==> src/rtl/sfs_pkg.sv <==
package sfs_pkg;

    localparam int ADDR_W = 4;

    typedef enum logic [ADDR_W-1:0] {
        A_CTRL  = 4'd0,
        A_TXTHR = 4'd1,
        A_RXTHR = 4'd2,
        A_TXLVL = 4'd3,
        A_RXLVL = 4'd4,
        A_STAT  = 4'd5,
        A_IMASK = 4'd6,
        A_ISTAT = 4'd7,
        A_IRAW  = 4'd8,
        A_ICLR  = 4'd9,
        A_DMAC  = 4'd10,
        A_TXDMA = 4'd11,
        A_RXDMA = 4'd12,
        A_DATA  = 4'd13
    } reg_addr_e;

    // status word bits
    localparam int ST_BUSY   = 0;
    localparam int ST_TXFULL = 1;
    localparam int ST_TXEMP  = 2;
    localparam int ST_RXEMP  = 3;
    localparam int ST_RXFULL = 4;

    // interrupt cause bits (raw, mask, masked)
    localparam int IRQ_W     = 5;
    localparam int IQ_TXLOW  = 0;
    localparam int IQ_TXOVF  = 1;
    localparam int IQ_RXUNF  = 2;
    localparam int IQ_RXOVF  = 3;
    localparam int IQ_RXHIGH = 4;

    // clear register bits
    localparam int CL_ALL   = 0;
    localparam int CL_RXUNF = 1;
    localparam int CL_RXOVF = 2;
    localparam int CL_TXOVF = 3;

    // DMA control bits
    localparam int DM_RX = 0;
    localparam int DM_TX = 1;

endpackage

==> src/rtl/sfs_fifo.sv <==
module sfs_fifo #(
    parameter int DW    = 16,
    parameter int DEPTH = 8,
    localparam int PW   = $clog2(DEPTH),
    localparam int LW   = $clog2(DEPTH + 1)
) (
    input  logic          clk,
    input  logic          rst_n,
    input  logic          flush,
    input  logic          push,
    input  logic [DW-1:0] wdata,
    input  logic          pop,
    output logic [DW-1:0] head,
    output logic [LW-1:0] level,
    output logic          full,
    output logic          empty
);

    typedef struct packed {
        logic [PW-1:0] wr;
        logic [PW-1:0] rd;
        logic [LW-1:0] cnt;
    } fifo_st_t;

    fifo_st_t      st_d, st_q;
    logic [DW-1:0] mem_q [DEPTH];
    logic          do_push, do_pop;

    function automatic logic [PW-1:0] step_ptr(input logic [PW-1:0] p);
        return (p == PW'(DEPTH - 1)) ? '0 : p + PW'(1);
    endfunction

    always_comb begin
        full    = (st_q.cnt == LW'(DEPTH));
        empty   = (st_q.cnt == '0);
        do_push = push && !full && !flush;
        do_pop  = pop && !empty && !flush;
        st_d    = st_q;
        if (flush) begin
            st_d = '0;
        end else begin
            if (do_push) st_d.wr = step_ptr(st_q.wr);
            if (do_pop)  st_d.rd = step_ptr(st_q.rd);
            case ({do_push, do_pop})
                2'b10:   st_d.cnt = st_q.cnt + LW'(1);
                2'b01:   st_d.cnt = st_q.cnt - LW'(1);
                default: st_d.cnt = st_q.cnt;
            endcase
        end
    end

    always_ff @(posedge clk or negedge rst_n) begin
        if (!rst_n) st_q <= '0;
        else        st_q <= st_d;
    end

    always_ff @(posedge clk) begin
        if (do_push) mem_q[st_q.wr] <= wdata;
    end

    assign head  = mem_q[st_q.rd];
    assign level = st_q.cnt;

endmodule

==> src/rtl/sfs_csr.sv <==
module sfs_csr
    import sfs_pkg::*;
#(
    parameter int DW    = 16,
    parameter int DEPTH = 8,
    localparam int TW   = $clog2(DEPTH),
    localparam int LW   = $clog2(DEPTH + 1)
) (
    input  logic              clk,
    input  logic              rst_n,
    input  logic              bus_wr,
    input  logic              bus_rd,
    input  logic [ADDR_W-1:0] bus_addr,
    input  logic [DW-1:0]     bus_wdata,
    output logic [DW-1:0]     bus_rdata,
    input  logic              shf_busy,
    input  logic              shf_rx_push,
    input  logic [LW-1:0]     tx_lvl,
    input  logic [LW-1:0]     rx_lvl,
    input  logic              tx_full,
    input  logic              tx_empty,
    input  logic              rx_full,
    input  logic              rx_empty,
    input  logic [DW-1:0]     rx_head,
    output logic              en,
    output logic              tx_push,
    output logic              rx_pop,
    output logic              rx_push,
    output logic [IRQ_W-1:0]  raw_int,
    output logic              irq,
    output logic              tx_dma_req,
    output logic              rx_dma_req
);

    typedef struct packed {
        logic             en;
        logic [TW-1:0]    tx_thr;
        logic [TW-1:0]    rx_thr;
        logic [IRQ_W-1:0] mask;
        logic [1:0]       dmac;
        logic [TW-1:0]    tx_dma;
        logic [TW-1:0]    rx_dma;
        logic             tx_ovf;
        logic             rx_unf;
        logic             rx_ovf;
    } csr_st_t;

    csr_st_t          st_d, st_q;
    logic             wr_ok_lvl;
    logic [4:0]       status;
    logic [IRQ_W-1:0] masked;

    // traffic strobes, all gated by the registered enable
    always_comb begin
        tx_push = st_q.en && bus_wr && (bus_addr == A_DATA);
        rx_pop  = st_q.en && bus_rd && (bus_addr == A_DATA);
        rx_push = st_q.en && shf_rx_push;
    end

    // next-state computation
    always_comb begin
        wr_ok_lvl = (bus_wdata < DW'(DEPTH));
        st_d      = st_q;
        if (bus_wr) begin
            case (bus_addr)
                A_CTRL:  st_d.en   = bus_wdata[0];
                A_TXTHR: if (wr_ok_lvl) st_d.tx_thr = TW'(bus_wdata);
                A_RXTHR: if (wr_ok_lvl) st_d.rx_thr = TW'(bus_wdata);
                A_TXDMA: if (wr_ok_lvl) st_d.tx_dma = TW'(bus_wdata);
                A_RXDMA: if (wr_ok_lvl) st_d.rx_dma = TW'(bus_wdata);
                A_IMASK: st_d.mask = bus_wdata[IRQ_W-1:0];
                A_DMAC:  st_d.dmac = bus_wdata[1:0];
                A_ICLR: begin
                    if (bus_wdata[CL_ALL]) begin
                        st_d.tx_ovf = 1'b0;
                        st_d.rx_unf = 1'b0;
                        st_d.rx_ovf = 1'b0;
                    end
                    if (bus_wdata[CL_RXUNF]) st_d.rx_unf = 1'b0;
                    if (bus_wdata[CL_RXOVF]) st_d.rx_ovf = 1'b0;
                    if (bus_wdata[CL_TXOVF]) st_d.tx_ovf = 1'b0;
                end
                default: ;
            endcase
        end
        // error events win over a clear in the same cycle
        if (tx_push && tx_full)  st_d.tx_ovf = 1'b1;
        if (rx_pop  && rx_empty) st_d.rx_unf = 1'b1;
        if (rx_push && rx_full)  st_d.rx_ovf = 1'b1;
    end

    always_ff @(posedge clk or negedge rst_n) begin
        if (!rst_n) st_q <= '0;
        else        st_q <= st_d;
    end

    // derived status, interrupt and request outputs
    always_comb begin
        status            = '0;
        status[ST_BUSY]   = shf_busy;
        status[ST_TXFULL] = tx_full;
        status[ST_TXEMP]  = tx_empty;
        status[ST_RXEMP]  = rx_empty;
        status[ST_RXFULL] = rx_full;

        raw_int            = '0;
        raw_int[IQ_TXLOW]  = (tx_lvl <= LW'(st_q.tx_thr));
        raw_int[IQ_TXOVF]  = st_q.tx_ovf;
        raw_int[IQ_RXUNF]  = st_q.rx_unf;
        raw_int[IQ_RXOVF]  = st_q.rx_ovf;
        raw_int[IQ_RXHIGH] = (rx_lvl > LW'(st_q.rx_thr));

        masked     = raw_int & st_q.mask;
        irq        = |masked;
        tx_dma_req = st_q.dmac[DM_TX] && (tx_lvl <= LW'(st_q.tx_dma));
        rx_dma_req = st_q.dmac[DM_RX] && (rx_lvl >  LW'(st_q.rx_dma));
        en         = st_q.en;
    end

    // read mux
    always_comb begin
        bus_rdata = '0;
        if (bus_rd) begin
            case (bus_addr)
                A_CTRL:  bus_rdata = DW'(st_q.en);
                A_TXTHR: bus_rdata = DW'(st_q.tx_thr);
                A_RXTHR: bus_rdata = DW'(st_q.rx_thr);
                A_TXLVL: bus_rdata = DW'(tx_lvl);
                A_RXLVL: bus_rdata = DW'(rx_lvl);
                A_STAT:  bus_rdata = DW'(status);
                A_IMASK: bus_rdata = DW'(st_q.mask);
                A_ISTAT: bus_rdata = DW'(masked);
                A_IRAW:  bus_rdata = DW'(raw_int);
                A_DMAC:  bus_rdata = DW'(st_q.dmac);
                A_TXDMA: bus_rdata = DW'(st_q.tx_dma);
                A_RXDMA: bus_rdata = DW'(st_q.rx_dma);
                A_DATA:  bus_rdata = rx_empty ? '0 : rx_head;
                default: bus_rdata = '0;
            endcase
        end
    end

endmodule

==> src/rtl/spi_fifo_status_unit.sv <==
module spi_fifo_status_unit
    import sfs_pkg::*;
#(
    parameter int DW    = 16,
    parameter int DEPTH = 8
) (
    input  logic              clk,
    input  logic              rst_n,
    input  logic              bus_wr,
    input  logic              bus_rd,
    input  logic [ADDR_W-1:0] bus_addr,
    input  logic [DW-1:0]     bus_wdata,
    output logic [DW-1:0]     bus_rdata,
    input  logic              shf_busy,
    input  logic              shf_tx_pop,
    output logic [DW-1:0]     shf_tx_data,
    output logic              shf_tx_valid,
    input  logic              shf_rx_push,
    input  logic [DW-1:0]     shf_rx_data,
    output logic              irq,
    output logic              tx_dma_req,
    output logic              rx_dma_req
);

    localparam int LW = $clog2(DEPTH + 1);

    logic             en, tx_push, rx_pop, rx_push;
    logic [LW-1:0]    tx_lvl, rx_lvl;
    logic             tx_full, tx_empty, rx_full, rx_empty;
    logic [DW-1:0]    tx_head, rx_head;
    logic [IRQ_W-1:0] raw_int;

    sfs_fifo #(.DW(DW), .DEPTH(DEPTH)) u_txq (
        .clk   (clk),
        .rst_n (rst_n),
        .flush (!en),
        .push  (tx_push),
        .wdata (bus_wdata),
        .pop   (shf_tx_pop),
        .head  (tx_head),
        .level (tx_lvl),
        .full  (tx_full),
        .empty (tx_empty)
    );

    sfs_fifo #(.DW(DW), .DEPTH(DEPTH)) u_rxq (
        .clk   (clk),
        .rst_n (rst_n),
        .flush (!en),
        .push  (rx_push),
        .wdata (shf_rx_data),
        .pop   (rx_pop),
        .head  (rx_head),
        .level (rx_lvl),
        .full  (rx_full),
        .empty (rx_empty)
    );

    sfs_csr #(.DW(DW), .DEPTH(DEPTH)) u_csr (
        .clk         (clk),
        .rst_n       (rst_n),
        .bus_wr      (bus_wr),
        .bus_rd      (bus_rd),
        .bus_addr    (bus_addr),
        .bus_wdata   (bus_wdata),
        .bus_rdata   (bus_rdata),
        .shf_busy    (shf_busy),
        .shf_rx_push (shf_rx_push),
        .tx_lvl      (tx_lvl),
        .rx_lvl      (rx_lvl),
        .tx_full     (tx_full),
        .tx_empty    (tx_empty),
        .rx_full     (rx_full),
        .rx_empty    (rx_empty),
        .rx_head     (rx_head),
        .en          (en),
        .tx_push     (tx_push),
        .rx_pop      (rx_pop),
        .rx_push     (rx_push),
        .raw_int     (raw_int),
        .irq         (irq),
        .tx_dma_req  (tx_dma_req),
        .rx_dma_req  (rx_dma_req)
    );

    assign shf_tx_valid = !tx_empty;
    assign shf_tx_data  = tx_empty ? '0 : tx_head;

endmodule

==> config.mk <==
export PLATFORM = sky130hd
export DESIGN_NAME = spi_fifo_status_unit
export DESIGN_NICKNAME = d
export VERILOG_FILES = /design/src/rtl/sfs_pkg.sv /design/src/rtl/sfs_fifo.sv /design/src/rtl/sfs_csr.sv /design/src/rtl/spi_fifo_status_unit.sv
export SDC_FILE = /design/constraint.sdc
export NUM_CORES = 1
export LEC_CHECK = 0
export BUFFER_PORTS_ARGS = -buffer_cell sky130_fd_sc_hd__buf_2
export CORE_MARGIN = 2
export CORE_UTILIZATION = 33
export DETAILED_ROUTE_END_ITERATION = 7
export GPL_TIMING_DRIVEN = 0
export PLACE_DENSITY = 0.51
export SYNTH_ARGS = -nofsm -noshare
export SYNTH_HDL_FRONTEND = slang
export SYNTH_HIERARCHICAL = 1
export SYNTH_SLANG_ARGS = --single-unit
export TNS_END_PERCENT = 5
==> constraint.sdc <==
create_clock -name clk -period 3.8 [get_ports clk]
set_clock_uncertainty 0.2 [all_clocks]
set_input_delay 0.19 -clock clk [delete_from_list [all_inputs] [get_ports clk]]
set_output_delay 0.19 -clock clk [all_outputs]
set_load 0.02 [all_outputs]
==> key figures <==
Placed design
  • Pre-CTS WS: 0.5432 ns
  • Post-DP HPWL: 21.42 mm
  • Number of port buffers: 75
  • Cell Area, Placed: 14690 um2
  • Post-Place Cells: 1394
  • RePlAce Congestion: 0.8374

Clock tree
  • # clock sinks: 299
  • CTS buffer count: 35
  • Post-CTS Setup Inserts: 0
  • CTS Root Cell: clkbuf_16
  • Clock buffer depth: 3
  • CTS tree: done
  • CTS clk-pin slew, worst paths: 0.06 ns
  • H-Tree Depth: 2
  • Worst-skew pair later-pin latency: 0.52 ns

Worst setup path
  • CP top delay family: multiplexers
  • Crit. End Element: output pin
  • Worst Setup Start Kind: register
  • Worst Path Required: 3.41 ns
  • Critical path buffer and inverter count: 3
  • Worst EP arrival: 3.27 ns
  • Worst Setup SP: u_rxq/st_q[4]
  • Worst r2r src: u_csr/en
  • Crit path cell chain: buf_2 > buf_2 > mux4_2 > mux2_2 > a2111oi_0 > a31oi_1 > buf_2
  • Most frequent CP cell: buf_2
  • CP Class: register to output pin
  • CP max stage cell: mux4_2
  • Critical path's largest stage delay: 0.56 ns
  • Crit path max fanout: 10

Cells and area
  • Nets: 1011
  • Area grow syn2layout: 21.24%
  • Cell Count, Final, Fillers Out: 1494
  • Fillers: 3659
  • Area occupied by multi-input gates: 4207 um2
  • Design Area, Final: 16120 um2
  • Fraction of layout cells with a size suffix above 1: 34.58%
  • Reg area: 8763 um2

Timing
  • Fin crit period: 3.656 ns
  • Max_slew headroom: 29.90%
  • Worst-margin pin slew: 1.052 ns
  • Setup violators final: 0
  • Fmax: 273.5 MHz
  • RSZ-0062 raised after global routing: no
  • Setup ws final: 0.1437 ns
  • Fin. Hold Viols: 0
  • Max-slew violations: 0
  • Hold WS: 0.07048 ns
  • Period utilization: 96.22%

Power
  • Max VDD drop: 0.3377 mV
  • Pwr dens: 452.0 nW/um2
  • Pleak: 5.724 nW

Hold path
  • Hold Startpoint: bus_addr[1]
  • Worst min path class: input pin to register

Synth
  • Syn Inst Count: 774
  • Yosys warns: 6
  • Syn Area/Cell: 17.17 um2
  • Synthesized Nets: 843
  • Synth Cell Area: 13290 um2

Global route
  • First-pass GRT wire length: 48.52 mm
  • Largest net degree at the start of global routing: 44
  • Antenna violations before repair: 3
  • Gr ovfl total: 0
  • Number of global-route vias before repair: 7942
  • GRT Total Usage: 15.53%

Die
  • Die Area: 41900 um2
  • Die width: 204.7 um
  • Core Box Area: 39730 um2
  • Starting density of the core: 33.46%
  • I/O pins: 79
  • Row count: 73
  • Die Y: 204.7 um

Drt
  • DRC violations left: 0
  • First DRT Iteration DRCs: 452
  • WL/cell: 21.27 um
  • Number of iterations in the first detailed-routing pass: 5
  • Final wirelength: 31.78 mm
  • Vias post-DR: 7503
  • Drt via density: 5.022
  • Final ANT Viol Nets: 0

Outcome
  • Outcome: finished, final reports clean

Run
  • Max cap viols: 0
path summary, 6_finish.rpt:
path,to,slack (ns),cells past startpoint
max,bus_rdata[0],0.14,7
min,u_csr/st_q[8],0.07,4
max reg2reg,u_txq/mem_q[0][10],0.90,6
min reg2reg,u_csr/st_q[4],0.31,1
max in group asynchronous,u_txq/st_q[5],2.54,2
min in group asynchronous,u_csr/st_q[9],0.20,2
sequential cells by signal (all words and copies together), names as in the netlist:
name and count:
u_rxq/mem_q 128, u_txq/mem_q 128, u_csr/st_q 19, u_rxq/st_q 6, u_txq/st_q 6, u_rxq/level 4, u_txq/level 4, u_csr/raw_int 3
u_csr/en 1
layer usage:
layer	share of wire (%)	routed length, um	vias up	GRT usage [%]
met3	3.7	1166	39	2.514
met1	45	14210	3905	21.13
li1	-	-	3412	-
met5	0	0	-	0
met2	49	15720	147	25.72
met4	2.1	680	0	4.374
final cells by class:
type / count / share of cell area (%)
antenna: 3 / 0.04658
sequential: 299 / 54.37
timing repair buffer: 131 / 6.451
clock buffer: 41 / 5.574
inverter: 24 / 0.5590
multi-input combinational: 400 / 26.10
buffer: 51 / 1.809
clock inverter: 20 / 1.009
tap: 525 / 4.076
power by group:
group / internal [mW] / total (mW) / switching, mW / leakage, nW
Sequential: 3.61 / 3.65 / 0.0417 / 2.89
Clock: 1.83 / 3.13 / 1.30 / 0.518
Combinational: 0.207 / 0.499 / 0.292 / 2.32
Total: 5.65 / 7.28 / 1.63 / 5.72
repair_timing:
action / CTS / global route
pin swaps: 0 / 0
hold endpoints to repair: 314 / 0
hold buffers: 36 / 0
endpoints found under the setup margin: 1 / 1
gates resized for setup: 1 / 3
layout by cell type (no fill, tap or decap), drive strengths merged, types with 5 or more instances in the layout:
cell type / count
clkinv: 12
buf: 128
and2b: 7
nor3: 11
nand3b: 8
nor4: 8
dlygate4sd3: 36
a21oi: 21
inv: 28
nor2b: 16
nand3: 8
nor2: 34
clkbuf: 59
a211oi: 5
and3: 8
edfxtp: 256
mux2: 53
nand2: 19
nand2b: 10
mux4: 64
a22o: 6
dfrtp: 43
ha: 24
and2: 14
o21ai: 9
mux2i: 13
a22oi: 5
metrics by stage:
stage	util (%)	power (mW)	setup TNS (ns)
after detailed placement	36.96	4.193	0
after CTS	40.54	7.396	0
after global routing	40.56	7.557	0
after global placement	36.05	4.179	-47.94
after floorplan	-	3.989	0
final	40.56	7.284	0
tightest hold or removal path, delay by kind of cell:
family / cells / cell delay [ns]
multiplexers: 1 / 0.22
AND/OR/NAND/NOR: 2 / 0.20
buffers and inverters: 1 / 0.15
No activity file was read; power rests on OpenSTA's default activity.
